## src/rtl/strop_pkg.sv

```systemverilog
package strop_pkg;

    typedef enum logic [2:0] {
        OP_MOVE  = 3'd0,
        OP_CMP   = 3'd1,
        OP_SCAN  = 3'd2,
        OP_LOAD  = 3'd3,
        OP_STORE = 3'd4
    } str_op_e;

    typedef enum logic [1:0] {
        RP_NONE = 2'd0,
        RP_ALL  = 2'd1,
        RP_EQ   = 2'd2,
        RP_NE   = 2'd3
    } rep_e;

    typedef enum logic [2:0] {
        ST_IDLE,
        ST_SRC_RQ,
        ST_SRC_CAP,
        ST_DST_RQ,
        ST_DST_CAP,
        ST_WRITE,
        ST_STEP,
        ST_DONE
    } eng_state_e;

    // Entry state of one element, per operation
    function automatic eng_state_e entry_state(input str_op_e op);
        case (op)
            OP_SCAN:  return ST_DST_RQ;
            OP_STORE: return ST_WRITE;
            OP_MOVE,
            OP_CMP,
            OP_LOAD:  return ST_SRC_RQ;
            default:  return ST_STEP;
        endcase
    endfunction

endpackage

```

## src/rtl/stre_addr_gen.sv

```systemverilog
module stre_addr_gen #(
    parameter int SEG_W  = 16,
    parameter int OFS_W  = 16,
    parameter int AW     = 20,
    parameter int BSEL_W = 1
) (
    input  logic [SEG_W-1:0]  seg,
    input  logic [OFS_W-1:0]  ofs,
    input  logic [BSEL_W-1:0] bidx,
    output logic [AW-1:0]     phys
);
    localparam int SHIFT = AW - SEG_W;

    logic [OFS_W-1:0] eff_ofs;

    // Byte lane offset wraps inside the segment before relocation
    assign eff_ofs = ofs + OFS_W'(bidx);
    assign phys    = AW'({seg, {SHIFT{1'b0}}}) + AW'(eff_ofs);

endmodule

```

## src/rtl/stre_eval.sv

```systemverilog
module stre_eval
    import strop_pkg::*;
#(
    parameter int DW    = 16,
    parameter int CNT_W = 16
) (
    input  str_op_e          op,
    input  rep_e             rep,
    input  logic             wide,
    input  logic [DW-1:0]    sbuf,
    input  logic [DW-1:0]    dbuf,
    input  logic [DW-1:0]    acc,
    input  logic [CNT_W-1:0] cx,
    output logic             zf_new,
    output logic [CNT_W-1:0] cx_next,
    output logic             go_on
);
    localparam int BYTES = DW / 8;

    logic [DW-1:0]    lhs;
    logic [BYTES-1:0] lane_eq;
    logic             is_cond;

    assign lhs     = (op == OP_SCAN) ? acc : sbuf;
    assign is_cond = (op == OP_CMP) || (op == OP_SCAN);

    generate
        for (genvar g = 0; g < BYTES; g++) begin : g_lane
            assign lane_eq[g] = (lhs[8*g +: 8] == dbuf[8*g +: 8]);
        end
    endgenerate

    assign zf_new  = wide ? (&lane_eq) : lane_eq[0];
    assign cx_next = (rep == RP_NONE) ? cx : cx - CNT_W'(1);

    always_comb begin
        go_on = (rep != RP_NONE) && (cx_next != '0);
        if (is_cond && (rep == RP_EQ) && !zf_new) go_on = 1'b0;
        if (is_cond && (rep == RP_NE) &&  zf_new) go_on = 1'b0;
    end

endmodule

```

## src/rtl/str_op_engine.sv

```systemverilog
module str_op_engine
    import strop_pkg::*;
#(
    parameter int DW    = 16,
    parameter int SEG_W = 16,
    parameter int OFS_W = 16,
    parameter int CNT_W = 16,
    parameter int AW    = 20
) (
    input  logic             clk,
    input  logic             rst_n,
    input  logic             start,
    input  logic [2:0]       op_sel,
    input  logic             wide,
    input  logic [1:0]       rep_mode,
    input  logic             df_in,
    input  logic [OFS_W-1:0] si_in,
    input  logic [OFS_W-1:0] di_in,
    input  logic [CNT_W-1:0] cx_in,
    input  logic [DW-1:0]    acc_in,
    input  logic [SEG_W-1:0] src_seg,
    input  logic [SEG_W-1:0] ext_seg,
    input  logic             zf_in,
    output logic             busy,
    output logic             done,
    output logic [OFS_W-1:0] si_out,
    output logic [OFS_W-1:0] di_out,
    output logic [CNT_W-1:0] cx_out,
    output logic [DW-1:0]    acc_out,
    output logic             zf_out,
    output logic             mem_req,
    output logic             mem_we,
    output logic [AW-1:0]    mem_addr,
    output logic [7:0]       mem_wdata,
    input  logic [7:0]       mem_rdata
);
    localparam int BYTES  = DW / 8;
    localparam int BSEL_W = (BYTES > 1) ? $clog2(BYTES) : 1;
    localparam logic [BSEL_W-1:0] LAST_W = BSEL_W'(BYTES - 1);

    eng_state_e state_q, state_d;

    str_op_e           op_q;
    rep_e              rep_q;
    logic              wide_q, df_q, zf_q;
    logic [OFS_W-1:0]  si_q, di_q;
    logic [CNT_W-1:0]  cx_q;
    logic [DW-1:0]     acc_q, sbuf_q, dbuf_q;
    logic [SEG_W-1:0]  sseg_q, eseg_q;
    logic [BSEL_W-1:0] bidx_q;

    logic              at_last, zero_skip, uses_src, uses_dst, is_cond;
    logic              zf_new, go_on;
    logic [CNT_W-1:0]  cx_next;
    logic [OFS_W-1:0]  step_v, si_adv, di_adv;
    logic [SEG_W-1:0]  ag_seg;
    logic [OFS_W-1:0]  ag_ofs;
    logic [DW-1:0]     wsrc;

    assign at_last   = (bidx_q == (wide_q ? LAST_W : '0));
    assign zero_skip = (rep_mode != 2'd0) && (cx_in == '0);
    assign uses_src  = (op_q == OP_MOVE) || (op_q == OP_CMP) || (op_q == OP_LOAD);
    assign uses_dst  = (op_q != OP_LOAD);
    assign is_cond   = (op_q == OP_CMP) || (op_q == OP_SCAN);
    assign step_v    = wide_q ? OFS_W'(BYTES) : OFS_W'(1);
    assign si_adv    = df_q ? si_q - step_v : si_q + step_v;
    assign di_adv    = df_q ? di_q - step_v : di_q + step_v;

    stre_eval #(.DW(DW), .CNT_W(CNT_W)) u_eval (
        .op(op_q), .rep(rep_q), .wide(wide_q),
        .sbuf(sbuf_q), .dbuf(dbuf_q), .acc(acc_q), .cx(cx_q),
        .zf_new(zf_new), .cx_next(cx_next), .go_on(go_on)
    );

    stre_addr_gen #(.SEG_W(SEG_W), .OFS_W(OFS_W), .AW(AW), .BSEL_W(BSEL_W)) u_addr (
        .seg(ag_seg), .ofs(ag_ofs), .bidx(bidx_q), .phys(mem_addr)
    );

    // State register
    always_ff @(posedge clk or negedge rst_n) begin
        if (!rst_n) state_q <= ST_IDLE;
        else        state_q <= state_d;
    end

    // Transitions
    always_comb begin
        state_d = state_q;
        unique case (state_q)
            ST_IDLE:    if (start) state_d = zero_skip ? ST_DONE : entry_state(str_op_e'(op_sel));
            ST_SRC_RQ:  state_d = ST_SRC_CAP;
            ST_SRC_CAP: begin
                if (!at_last)               state_d = ST_SRC_RQ;
                else if (op_q == OP_MOVE)   state_d = ST_WRITE;
                else if (op_q == OP_CMP)    state_d = ST_DST_RQ;
                else                        state_d = ST_STEP;
            end
            ST_DST_RQ:  state_d = ST_DST_CAP;
            ST_DST_CAP: state_d = at_last ? ST_STEP : ST_DST_RQ;
            ST_WRITE:   state_d = at_last ? ST_STEP : ST_WRITE;
            ST_STEP:    state_d = go_on ? entry_state(op_q) : ST_DONE;
            ST_DONE:    state_d = ST_IDLE;
        endcase
    end

    // Outputs
    always_comb begin
        busy    = (state_q != ST_IDLE);
        done    = (state_q == ST_DONE);
        mem_req = (state_q == ST_SRC_RQ) || (state_q == ST_DST_RQ) || (state_q == ST_WRITE);
        mem_we  = (state_q == ST_WRITE);
        ag_seg  = (state_q == ST_SRC_RQ) ? sseg_q : eseg_q;
        ag_ofs  = (state_q == ST_SRC_RQ) ? si_q : di_q;
        wsrc    = (op_q == OP_MOVE) ? sbuf_q : acc_q;
        mem_wdata = wsrc[8*bidx_q +: 8];
    end

    // Register set and element buffers
    always_ff @(posedge clk or negedge rst_n) begin
        if (!rst_n) begin
            op_q <= OP_MOVE;  rep_q <= RP_NONE;
            wide_q <= 1'b0;   df_q <= 1'b0;   zf_q <= 1'b0;
            si_q <= '0;       di_q <= '0;     cx_q <= '0;
            acc_q <= '0;      sbuf_q <= '0;   dbuf_q <= '0;
            sseg_q <= '0;     eseg_q <= '0;   bidx_q <= '0;
        end else begin
            unique case (state_q)
                ST_IDLE: if (start) begin
                    op_q   <= str_op_e'(op_sel);
                    rep_q  <= rep_e'(rep_mode);
                    wide_q <= wide;    df_q <= df_in;   zf_q <= zf_in;
                    si_q   <= si_in;   di_q <= di_in;   cx_q <= cx_in;
                    acc_q  <= acc_in;
                    sseg_q <= src_seg; eseg_q <= ext_seg;
                    bidx_q <= '0;
                end
                ST_SRC_CAP: begin
                    sbuf_q[8*bidx_q +: 8] <= mem_rdata;
                    bidx_q <= at_last ? '0 : bidx_q + BSEL_W'(1);
                end
                ST_DST_CAP: begin
                    dbuf_q[8*bidx_q +: 8] <= mem_rdata;
                    bidx_q <= at_last ? '0 : bidx_q + BSEL_W'(1);
                end
                ST_WRITE: bidx_q <= at_last ? '0 : bidx_q + BSEL_W'(1);
                ST_STEP: begin
                    if (uses_src) si_q <= si_adv;
                    if (uses_dst) di_q <= di_adv;
                    cx_q <= cx_next;
                    if (is_cond) zf_q <= zf_new;
                    if (op_q == OP_LOAD)
                        acc_q <= wide_q ? sbuf_q : {acc_q[DW-1:8], sbuf_q[7:0]};
                end
                default: ;
            endcase
        end
    end

    assign si_out  = si_q;
    assign di_out  = di_q;
    assign cx_out  = cx_q;
    assign acc_out = acc_q;
    assign zf_out  = zf_q;

    // Assertions
    a_r1_done_single: assert property (@(posedge clk) disable iff (!rst_n)
        done |=> !done);

    a_r13_zero_bypass: assert property (@(posedge clk) disable iff (!rst_n)
        (!busy && start && rep_mode != 2'd0 && cx_in == '0) |=> (done && cx_out == $past(cx_in)));

    a_r10_count_hold: assert property (@(posedge clk) disable iff (!rst_n)
        (busy && $past(busy) && rep_q == RP_NONE) |-> $stable(cx_out));

    a_r14_flag_kept: assert property (@(posedge clk) disable iff (!rst_n)
        (busy && $past(busy) && !is_cond) |-> $stable(zf_out));

    a_r8_no_write_cmp: assert property (@(posedge clk) disable iff (!rst_n)
        (mem_req && mem_we) |-> (op_q == OP_MOVE || op_q == OP_STORE));

    a_r1_idle_quiet: assert property (@(posedge clk) disable iff (!rst_n)
        !busy |-> !mem_req);

endmodule

```

## config.mk

```make
export PLATFORM = sky130hd
export DESIGN_NAME = str_op_engine
export DESIGN_NICKNAME = d
export VERILOG_FILES = /design/src/rtl/strop_pkg.sv /design/src/rtl/stre_addr_gen.sv /design/src/rtl/stre_eval.sv /design/src/rtl/str_op_engine.sv
export SDC_FILE = /design/constraint.sdc
export NUM_CORES = 1
export LEC_CHECK = 0
export BUFFER_PORTS_ARGS = -buffer_cell sky130_fd_sc_hd__buf_4
export CAP_MARGIN = 20
export CORE_MARGIN = 2
export CORE_UTILIZATION = 55
export CTS_CLUSTER_DIAMETER = 200
export CTS_CLUSTER_SIZE = 10
export DETAILED_ROUTE_END_ITERATION = 7
export PLACE_DENSITY_LB_ADDON = 0.2
export SYNTH_ARGS = -nofsm -noshare
export SYNTH_HDL_FRONTEND = slang
export SYNTH_HIERARCHICAL = 1
export SYNTH_SLANG_ARGS = --single-unit
```

## constraint.sdc

```tcl
create_clock -name clk -period 11.7 [get_ports clk]
set_input_delay 1.17 -clock clk [delete_from_list [all_inputs] [get_ports clk]]
set_output_delay 1.17 -clock clk [all_outputs]
set_load 0.01 [all_outputs]
```

Word level (Yosys, flattened, before mapping). Cells that the tools add are included.

Shift-type cells: 3. Add/sub/neg operators: 9. Equal/unequal tests: 27. Reductions and logical operators: 35. Multiplexer cells: 43.

Operators by type and width (count): 16-bit two-way mux (15); 16-bit case mux with 2 select lines (4); 4-bit negation with 34-bit output (1); 8-bit by 34-bit variable shift with 16-bit output (first input constant) (1); 8-bit by 34-bit indexed part select with 16-bit output (1); 16-bit by 2-bit adder with 16-bit output (2); 16-bit bitwise mux (2); 16-bit by 2-bit subtractor with 16-bit output (2); 3-bit case mux with 8 select lines (1); 3-bit two-way mux (7); 20-bit by 16-bit adder with 20-bit output (1); 3-bit by 2-bit == test with 1-bit output (second input constant) (6); 3-bit == test (second input constant) (6); 3-bit case mux with 3 select lines (2); 16-bit by 1-bit adder with 16-bit output (1); 8-bit == test (2); 16-bit zero test (1); 16-bit nonzero test (1); 16-bit by 5-bit indexed part select with 8-bit output (1); 16-bit by 1-bit subtractor with 16-bit output (second input constant) (1); 3-bit AND reduction (4); 2-bit != test (second input constant) (5); 3-bit by 1-bit == test with 1-bit output (second input constant) (3); 3-bit zero test (3); other kinds (17) (44).

Word-level logic and storage cells: 133. Register bits after elaboration: 140. Input port bits: 115.

Longest topological paths before layout. Gate-level depths: netlist of the first run.

Depth in word-level cells: 11. Depth in mapped cells: 18. Mapped depth without buffers: 16.

By module. The synthesis of the first run kept the hierarchy.

Modules (own cells, without submodules): str_op_engine (instances 1, area each 8008.9 µm², cells each 869); stre_eval (instances 1, area each 1044.8 µm², cells each 153); stre_addr_gen (instances 1, area each 927.1 µm², cells each 135).

Least setup slack after synthesis of the first run. Ideal clock, no wire load.

Path type: reg2out. Start point: reg state_q[2]. End point: out mem_addr[14]. Path slack: 6.579 ns. Buffers on the path: 2. Data arrival time: 3.951 ns. Stages on the path, launching flop included: 15. Data required time: 10.530 ns. Cells stage by stage: dfrtp_1 -> buf_1 -> nor3b_1 -> clkbuf_1 -> mux2_2 -> ha_1 -> nand3_1 -> xnor2_1 -> ha_1 -> fa_1 -> a211oi_2 -> o31ai_1 -> a211oi_2 -> mux2_1 -> o2111ai_1.

Cells in the longest elaborated chain, start to end: 4. Elaborated cells on any way between the ends: 5. Those cells by class: add/sub: 2; eq/ne: 1; mux: 2.

RTL lines: from (decl) (RTL line str_op_engine.sv:41) `eng_state_e state_q, state_d;`; from (signal assigned) (RTL line str_op_engine.sv:82) `else state_q <= state_d;`; 3-bit by 1-bit == test with 1-bit output (RTL line str_op_engine.sv:112) `ag_ofs = (state_q == ST_SRC_RQ) ? si_q : di_q;`; 16-bit two-way mux (RTL line str_op_engine.sv:112); net ag_ofs[1] (RTL line str_op_engine.sv:57) `logic [OFS_W-1:0] ag_ofs;`; 16-bit by 1-bit adder with 16-bit output (RTL line stre_addr_gen.sv:17) `assign eff_ofs = ofs + OFS_W'(bidx);`; 20-bit by 16-bit adder with 20-bit output (RTL line stre_addr_gen.sv:18) `assign phys = AW'({seg, {SHIFT{1'b0}}}) + AW'(eff_ofs);`; to (decl) (RTL line str_op_engine.sv:33) `output logic [AW-1:0] mem_addr,`.

The timed path passes the listed nets, and every way through them passes these cells.

Worst setup path after layout of the first run. Ends and elaborated chain as after synthesis.

==> results of run 1 <==
## layout make-up
type / instances / area share
Tap cell: 229 / 0.0233
Multi-Input combinational cell: 927 / 0.497
Clock buffer: 18 / 0.0348
Sequential cell: 140 / 0.284
Clock inverter: 14 / 0.0131
Inverter: 40 / 0.0122
Timing Repair Buffer: 221 / 0.135
## stage by stage
| step | utilization | total power, mW |
|---|---|---|
| 2_1_floorplan | - | 2.93 |
| 3_3_place_gp | 0.654 | 3.79 |
| 3_5_place_dp | 0.654 | 3.84 |
| 4_1_cts | 0.687 | 4.42 |
| 5_1_grt | 0.688 | 4.79 |
| 6_report | 0.688 | 4.44 |
## flip-flops by register name, summed over array words and instances (netlist names), 2 cells and up
signal	count
acc_out	16
cx_out	16
dbuf_q	16
di_out	16
eseg_q	16
op_q	3
rep_q	2
sbuf_q	16
si_out	16
sseg_q	16
state_q	3
## worst paths after layout
path                       cells after the start  slack (ns)           end
max reg2reg                                   12        7.90    state_q[0]
min reg2reg                                    2        0.47    eseg_q[15]
max                                           17        5.87  mem_addr[14]
min                                            2        0.47    eseg_q[15]
max in group asynchronous                      2        9.70        zf_out
min in group asynchronous                      1        0.79     sseg_q[9]
## worst min-delay path, stage by stage (launching register included)
cell	delay (ns)
dfrtp_1	0.34
nand2_1	0.05
nand2_1	0.05
## cells by family after synthesis
logic type / Yosys count / share of synthesized area
and+or+nand+nor: 450 / 0.203
AOI/OAI and AO/OA: 263 / 0.175
DFF: 140 / 0.351
buffers and inverters: 90 / 0.0360
muxes: 84 / 0.102
xor gates and xnor gates: 82 / 0.0720
adders and majority gates: 48 / 0.0609
## routing by layer
layer	track usage	up-vias
met5	0	-
met4	0.0856	0
met3	0.0584	42
met2	0.468	379
met1	0.421	4427
li1	-	4499
## cell usage in the layout (no fill, tap or decap), drive strengths merged, types with 7 or more instances in the layout
cell and n:
nand2 241, buf 221, dfrtp 140, nor2 85
mux2 65, a21oi 64, o21ai 54, xnor2 48
ha 47, inv 44, xor2 34, a31oi 24
nand3 24, a22oi 20, clkbuf 18, o22ai 17
nor3 17, a21o 14, mux2i 11, nor4 10
and3 9, nor2b 9, a211oi 9, mux4 8
nand2b 8, nand3b 7, or3 7, o211ai 7
and2 7, nor3b 7
## power breakdown
part           internal, mW  total (mW)  leakage [nW]  switching, mW
Combinational          1.33        2.83          3.83           1.51
Sequential            0.719        1.07          1.68          0.347
Clock                 0.319       0.545         0.284          0.226
==> summary.md, run 1 <==
| Metric | Value |
|---|---|
| Hold wc startpoint | eseg_q[15] |
| Starting density of the core | 0.558 |
| Post-Place Setup Slack | between 6 and 7 ns |
| Finish-stage setup viols | 0 |
| Startpoint types | flop |
| Post-synth EDFFs | 0 |
| Setup bufs post-CTS | 0 |
| Max-slew violations | 0 |
| HPWL Detailed | 20.7 mm |
| Multi-input gate area | 6130 um2 |
| Syn_nets | 1320 |
| #FFs+latches synth | 140 |
| Finished Cell Area | 12300 um2 |
| Buf/Inv on CP | 2 |
| Synth Cell Area | roughly 10000 um2 |
| Post-synthesis sequential area ratio | 0.351 |
| CTS tree | yes |
| Top FF cell, synth | dfrtp_1 |
| Top-count cell post-synth | nand2_1 |
| Clock tree buffer depth | 2 |
| Port Buffers | about 210 |
| TritonCTS buffer count | 17 |
| Ranking of synthesized cells by instance count | nand2_1, dfrtp_1, nor2_1 |
| CP Data Required Time | 10.53 ns |
| Area after DPL | 11700 um2 |
| Syn avg cell area | between 8 and 9 um2 |
| Crit path top cell by count | ha_1 |
| Synth area leader | dfrtp_1 |
| Crit share post-route | 0.498 |
| Setup crit end kind | output port |
| Max stage delay cell, worst path | dfrtp_1 |
| Crit path max-delay family | simple AND/OR/NAND/NOR gates |
| Worst setup margin | 5.87 ns |
| DP Cell Count | about 1600 |
| Initial antenna violation count | 0 |
| Clock Latency Late Sink | between 0.4 and 0.5 ns |
| # hold bufs at CTS | 0 |
| Clock sinks | 140 |
| Worst clock skew | ~0.011 ns |
| Die Y | 139 um |
| Largest net degree at the start of global routing | 92 |
| Clk slew on worst S/H paths | 0.07 ns |
| Vias in the first global route | 8845 |
| Minimum clock period | slightly below 6 ns |
| Routed len/inst | roughly 18 um |
| RSZ-0062 raised after global routing | false |
| Leakage Power | about 5.8 nW |
| Hold WS | about 0.47 ns |
| Worst-Margin Slew | between 1 and 1.5 ns |
| Worst-path cell chain | nor3b_2 -> buf_4 -> nand2_1 -> o21ai_0 -> ha_1 -> ha_1 -> nand4_1 -> nor2_1 -> and3_1 -> xor2_1 -> ha_1 -> nand2_1 -> o31ai_1 -> a211oi_2 -> mux2_1 -> o2111ai_1 -> buf_4 |
| NumNets Final | 1510 |
| Worst path arrival time | roughly 4.7 ns |
| Gr ovfl total | 0 |
| Reg2reg start | op_q[1] |
| Slew headroom | 0.300 |
| First-pass detailed-route iteration total | 5 |
| Fmax | about 170 MHz |
| Via Count | just over 9000 |
| MaxCap Viol Count | 0 |
| First-pass GRT wire length | approximately 47 mm |
| Pwr Density | 360 nW/um2 |
| Tot GR Track Use | 0.297 |
| Row count | 49 |
| Die width | between 100 and 150 um |
| Ant diodes | 0 |
| Cell count after synthesis | 1157 |
| H-tree levels | 4 |
| Syn-to-layout area delta | 23.5% |
| WL final | between 20 and 30 mm |
| Synth area leaders | dfrtp_1, nand2_1, mux2_2 |
| Top layer in use | met4 |
| WL met1 | 12.9 mm |
| WS Path Type | reg -> out |
| Met2 wire len | between 10 and 15 mm |
| Worst-path fanout max | 33 |
| Initial DRC count | roughly 670 |
| Drt drc | 0 |
| Critical Path Source | state_q[2] |
| Share of cells above drive strength 1 | 0.252 |
| Setup tns final | 0 ns |
| CORE AREA | between 15000 and 20000 um2 |
| CTS root buf | clkbuf_16 |
| Yosys warns | 6 |
| Status | finished clean |
| Die area | roughly 19000 um2 |
| Max incr delay on CP | 0.60 ns |
| Register area | about 3500 um2 |
| Final GP Congestion | approximately 0.94 |
| Top-area cell type share of the netlist area | 0.351 |
| Fill count | 1508 |
| # IOs | 212 |
| Antenna-violating nets left | 0 |
| Fraction of registers with async set/reset | 1.00 |
| Hold crit path type | reg -> reg |
| Drt via density | just under 6 |
| Routed wl met3 | around 2.2 mm |
| Max rail drop VDD | about 0.2 mV |
| Final Hold Viols | 0 |
| Resized cells post-CTS | 0 |
| Non-Filler Instances | 1589 |
| Synth cell types | 75 |
(Power assumes the default switching activity.)
==> run 2, diff against run 1 <==
==> constraint.sdc (replaced) <==
create_clock -name clk -period 6 [get_ports clk]
set_input_delay 0.6 -clock clk [delete_from_list [all_inputs] [get_ports clk]]
set_output_delay 0.6 -clock clk [all_outputs]
set_load 0.01 [all_outputs]
==> summary.md, run 2 (synthesized netlist as in run 1, its figures left out) <==
| Metric | Value |
|---|---|
| Status | finished clean (unchanged) |
| Starting density of the core | 0.558 (unchanged) |
| Leakage Power | 5.77 nW (was 5.79 nW) |
| Port Buffers | 211 (unchanged) |
| Seq pwr share | 0.240 (about the same) |
| CP Data Required Time | 5.40 ns (was 10.53 ns) |
| Sw Share | 0.471 (was 0.468) |
| TritonCTS buffer count | 17 (unchanged) |
| Initial DRC count | 796 (was 666) |
| Tot GR Track Use | 0.296 (was 0.297) |
| CORE AREA | 17900 um2 (unchanged) |
| Largest net degree at the start of global routing | 87 (was 92) |
| Syn-to-layout area delta | 23.2% (was 23.5%) |
| Post-Place Setup Slack | 1.17 ns (was 6.30 ns) |
| Register area | 3500 um2 (unchanged) |
| H-tree levels | 4 (unchanged) |
| Finished Core Util | 0.687 (was 0.688) |
| WS Path Type | reg -> out (unchanged) |
| Finish-stage setup viols | 0 (unchanged) |
| Worst path arrival time | 4.70 ns (was 4.66 ns) |
| RSZ-0062 raised after global routing | false (unchanged) |
| HPWL Detailed | 20.7 mm (about the same) |
| Routed len/inst | 18.1 um (was 18.2 um) |
| CTS root buf | clkbuf_16 (unchanged) |
| Setup crit end kind | output port (unchanged) |
| Pwr Density | 702 nW/um2 (was 360 nW/um2) |
| Row count | 49 (unchanged) |
| WL final | 28.8 mm (was 28.9 mm) |
| Worst-path fanout max | 33 (unchanged) |
| Die area | 19200 um2 (unchanged) |
| Gate power share | 0.640 (was 0.638) |
| Setup tns final | 0 ns (unchanged) |
| Via Count | 9402 (was 9347) |
| Worst setup margin | 0.700 ns (was 5.87 ns) |
| # hold bufs at CTS | 0 (unchanged) |
| Final Hold Viols | 0 (unchanged) |
| Clock sinks | 140 (unchanged) |
| Most frequent cells in the layout | nand2_1, buf_4, dfrtp_1, nor2_1 (unchanged) |
| Die Y | 139 um (unchanged) |
| NumNets Final | 1509 (was 1510) |
| Max-slew violations | 0 (unchanged) |
| Drt via density | 5.92 (was 5.88) |
| Minimum clock period | roughly 5.3 ns |
| Antenna-violating nets left | 0 (unchanged) |
| MaxCap Viol Count | 0 (unchanged) |
| Gr ovfl total | 0 (unchanged) |
| Clock tree buffer depth | 2 (unchanged) |
| Fmax | about 190 MHz |
| Area after DPL | 11700 um2 (unchanged) |
| Max rail drop VDD | 0.412 mV (was 0.200 mV) |
| Vias in the first global route | 9049 (was 8845) |
| Ant diodes | 0 (unchanged) |
| Setup bufs post-CTS | 0 (unchanged) |
| Non-Filler Instances | 1588 (was 1589) |
| Clock power share | 0.120 (was 0.123) |
| DP Cell Count | 1555 (unchanged) |
| Multi-input gate area | 6130 um2 (unchanged) |
| # IOs | 212 (unchanged) |
| Fill count | 1507 (was 1508) |
| Hold crit path type | in -> async (was reg -> reg) |
| First-pass GRT wire length | 46.4 mm (was 46.7 mm) |
| Resized cells post-CTS | 0 (unchanged) |
| Worst-Margin Slew | 1.11 ns (was 1.04 ns) |
| Slew headroom | 0.259 (was 0.300) |
| Clock Latency Late Sink | 0.44 ns (was 0.42 ns) |
| CTS tree | yes (unchanged) |
| Final GP Congestion | 0.927 (was 0.936) |
| Clk slew on worst S/H paths | 0.07 ns (about the same) |
| Psw | 4.06 mW (was 2.08 mW) |
| Most common cell after layout, fill and taps aside | nand2_1 (unchanged) |
| Drt drc | 0 (unchanged) |
| Crit share post-route | 0.883 |
| Die width | 139 um (unchanged) |
| Int Pwr | 4.57 mW (was 2.36 mW) |
| Startpoint types | flop (unchanged) |
| Finished Cell Area | 12300 um2 (about the same) |
| Share of cells above drive strength 1 | 0.252 (about the same) |
| First-pass detailed-route iteration total | 5 (unchanged) |
| Initial antenna violation count | 0 (unchanged) |
| Worst clock skew | 0.0201 ns (was 0.0106 ns) |
## run 2: cell types whose count changed in the layout (fill, tap and decap cells not counted), sizes merged
cell,change
inv,+1
buf,-1
clkinvlp,+1
bufinv,-1
clkinv,-1
## run 2: worst max-delay path, stage by stage (launching register included)
cell       delay, ns
dfrtp_1         0.60
nor3b_2         0.32
buf_4           0.42
nand2_1         0.09
o21ai_0         0.10
ha_1            0.23
ha_1            0.22
nand4_1         0.14
nor2_1          0.22
and3_1          0.22
xor2_1          0.21
ha_1            0.32
nand2_1         0.14
o31ai_1         0.10
a211oi_2        0.33
mux2_1          0.36
o2111ai_1       0.09
buf_4           0.15
## run 2: layer usage
metal  part of all wire  GRT usage  vias to the layer above
met5                  0          0                        -
met2               0.46      0.468                      377
li1                   -          -                     4507
met3              0.073     0.0549                       49
met1               0.45      0.414                     4469
met4              0.022      0.101                        0
## run 2: area by class of cell
cell class                      count  area share
Timing Repair Buffer              220       0.135
Inverter                           40      0.0122
Sequential cell                   140       0.285
Multi-Input combinational cell    927       0.498
Clock buffer                       18      0.0357
Tap cell                          229      0.0233
Clock inverter                     14      0.0110
## run 2: power groups by stage
stage / logic [mW] / clock network, mW / registers (mW)
final: 5.53 / 1.04 / 2.07
after global routing: 6.07 / 1.09 / 2.14
after CTS: 5.49 / 1.05 / 2.06
after detailed placement: 5.45 / 0 / 2.06
after global placement: 5.33 / 0 / 2.06
after floorplan: 3.82 / 0 / 1.90
## run 2: stage by stage
step           power (mW)  hold WS (ns)
2_1_floorplan        5.72         0.304
4_1_cts              8.60         0.263
5_1_grt              9.30         0.275
3_3_place_gp         7.39         0.451
6_report             8.64         0.194
3_5_place_dp         7.51         0.458
## run 2: final timing paths
| kind | from | to | slack [ns] | cells after the start |
|---|---|---|---|---|
| min in group clk | src_seg[12] | sseg_q[12] | 0.35 | 3 |
| min | rst_n | eseg_q[14] | 0.19 | 1 |
| max in group asynchronous | rst_n | acc_out[4] | 4.50 | 2 |
| min reg2reg | eseg_q[8] | eseg_q[8] | 0.47 | 2 |
| max reg2reg | op_q[1] | state_q[2] | 2.34 | 12 |
| max | state_q[2] | mem_addr[14] | 0.70 | 17 |
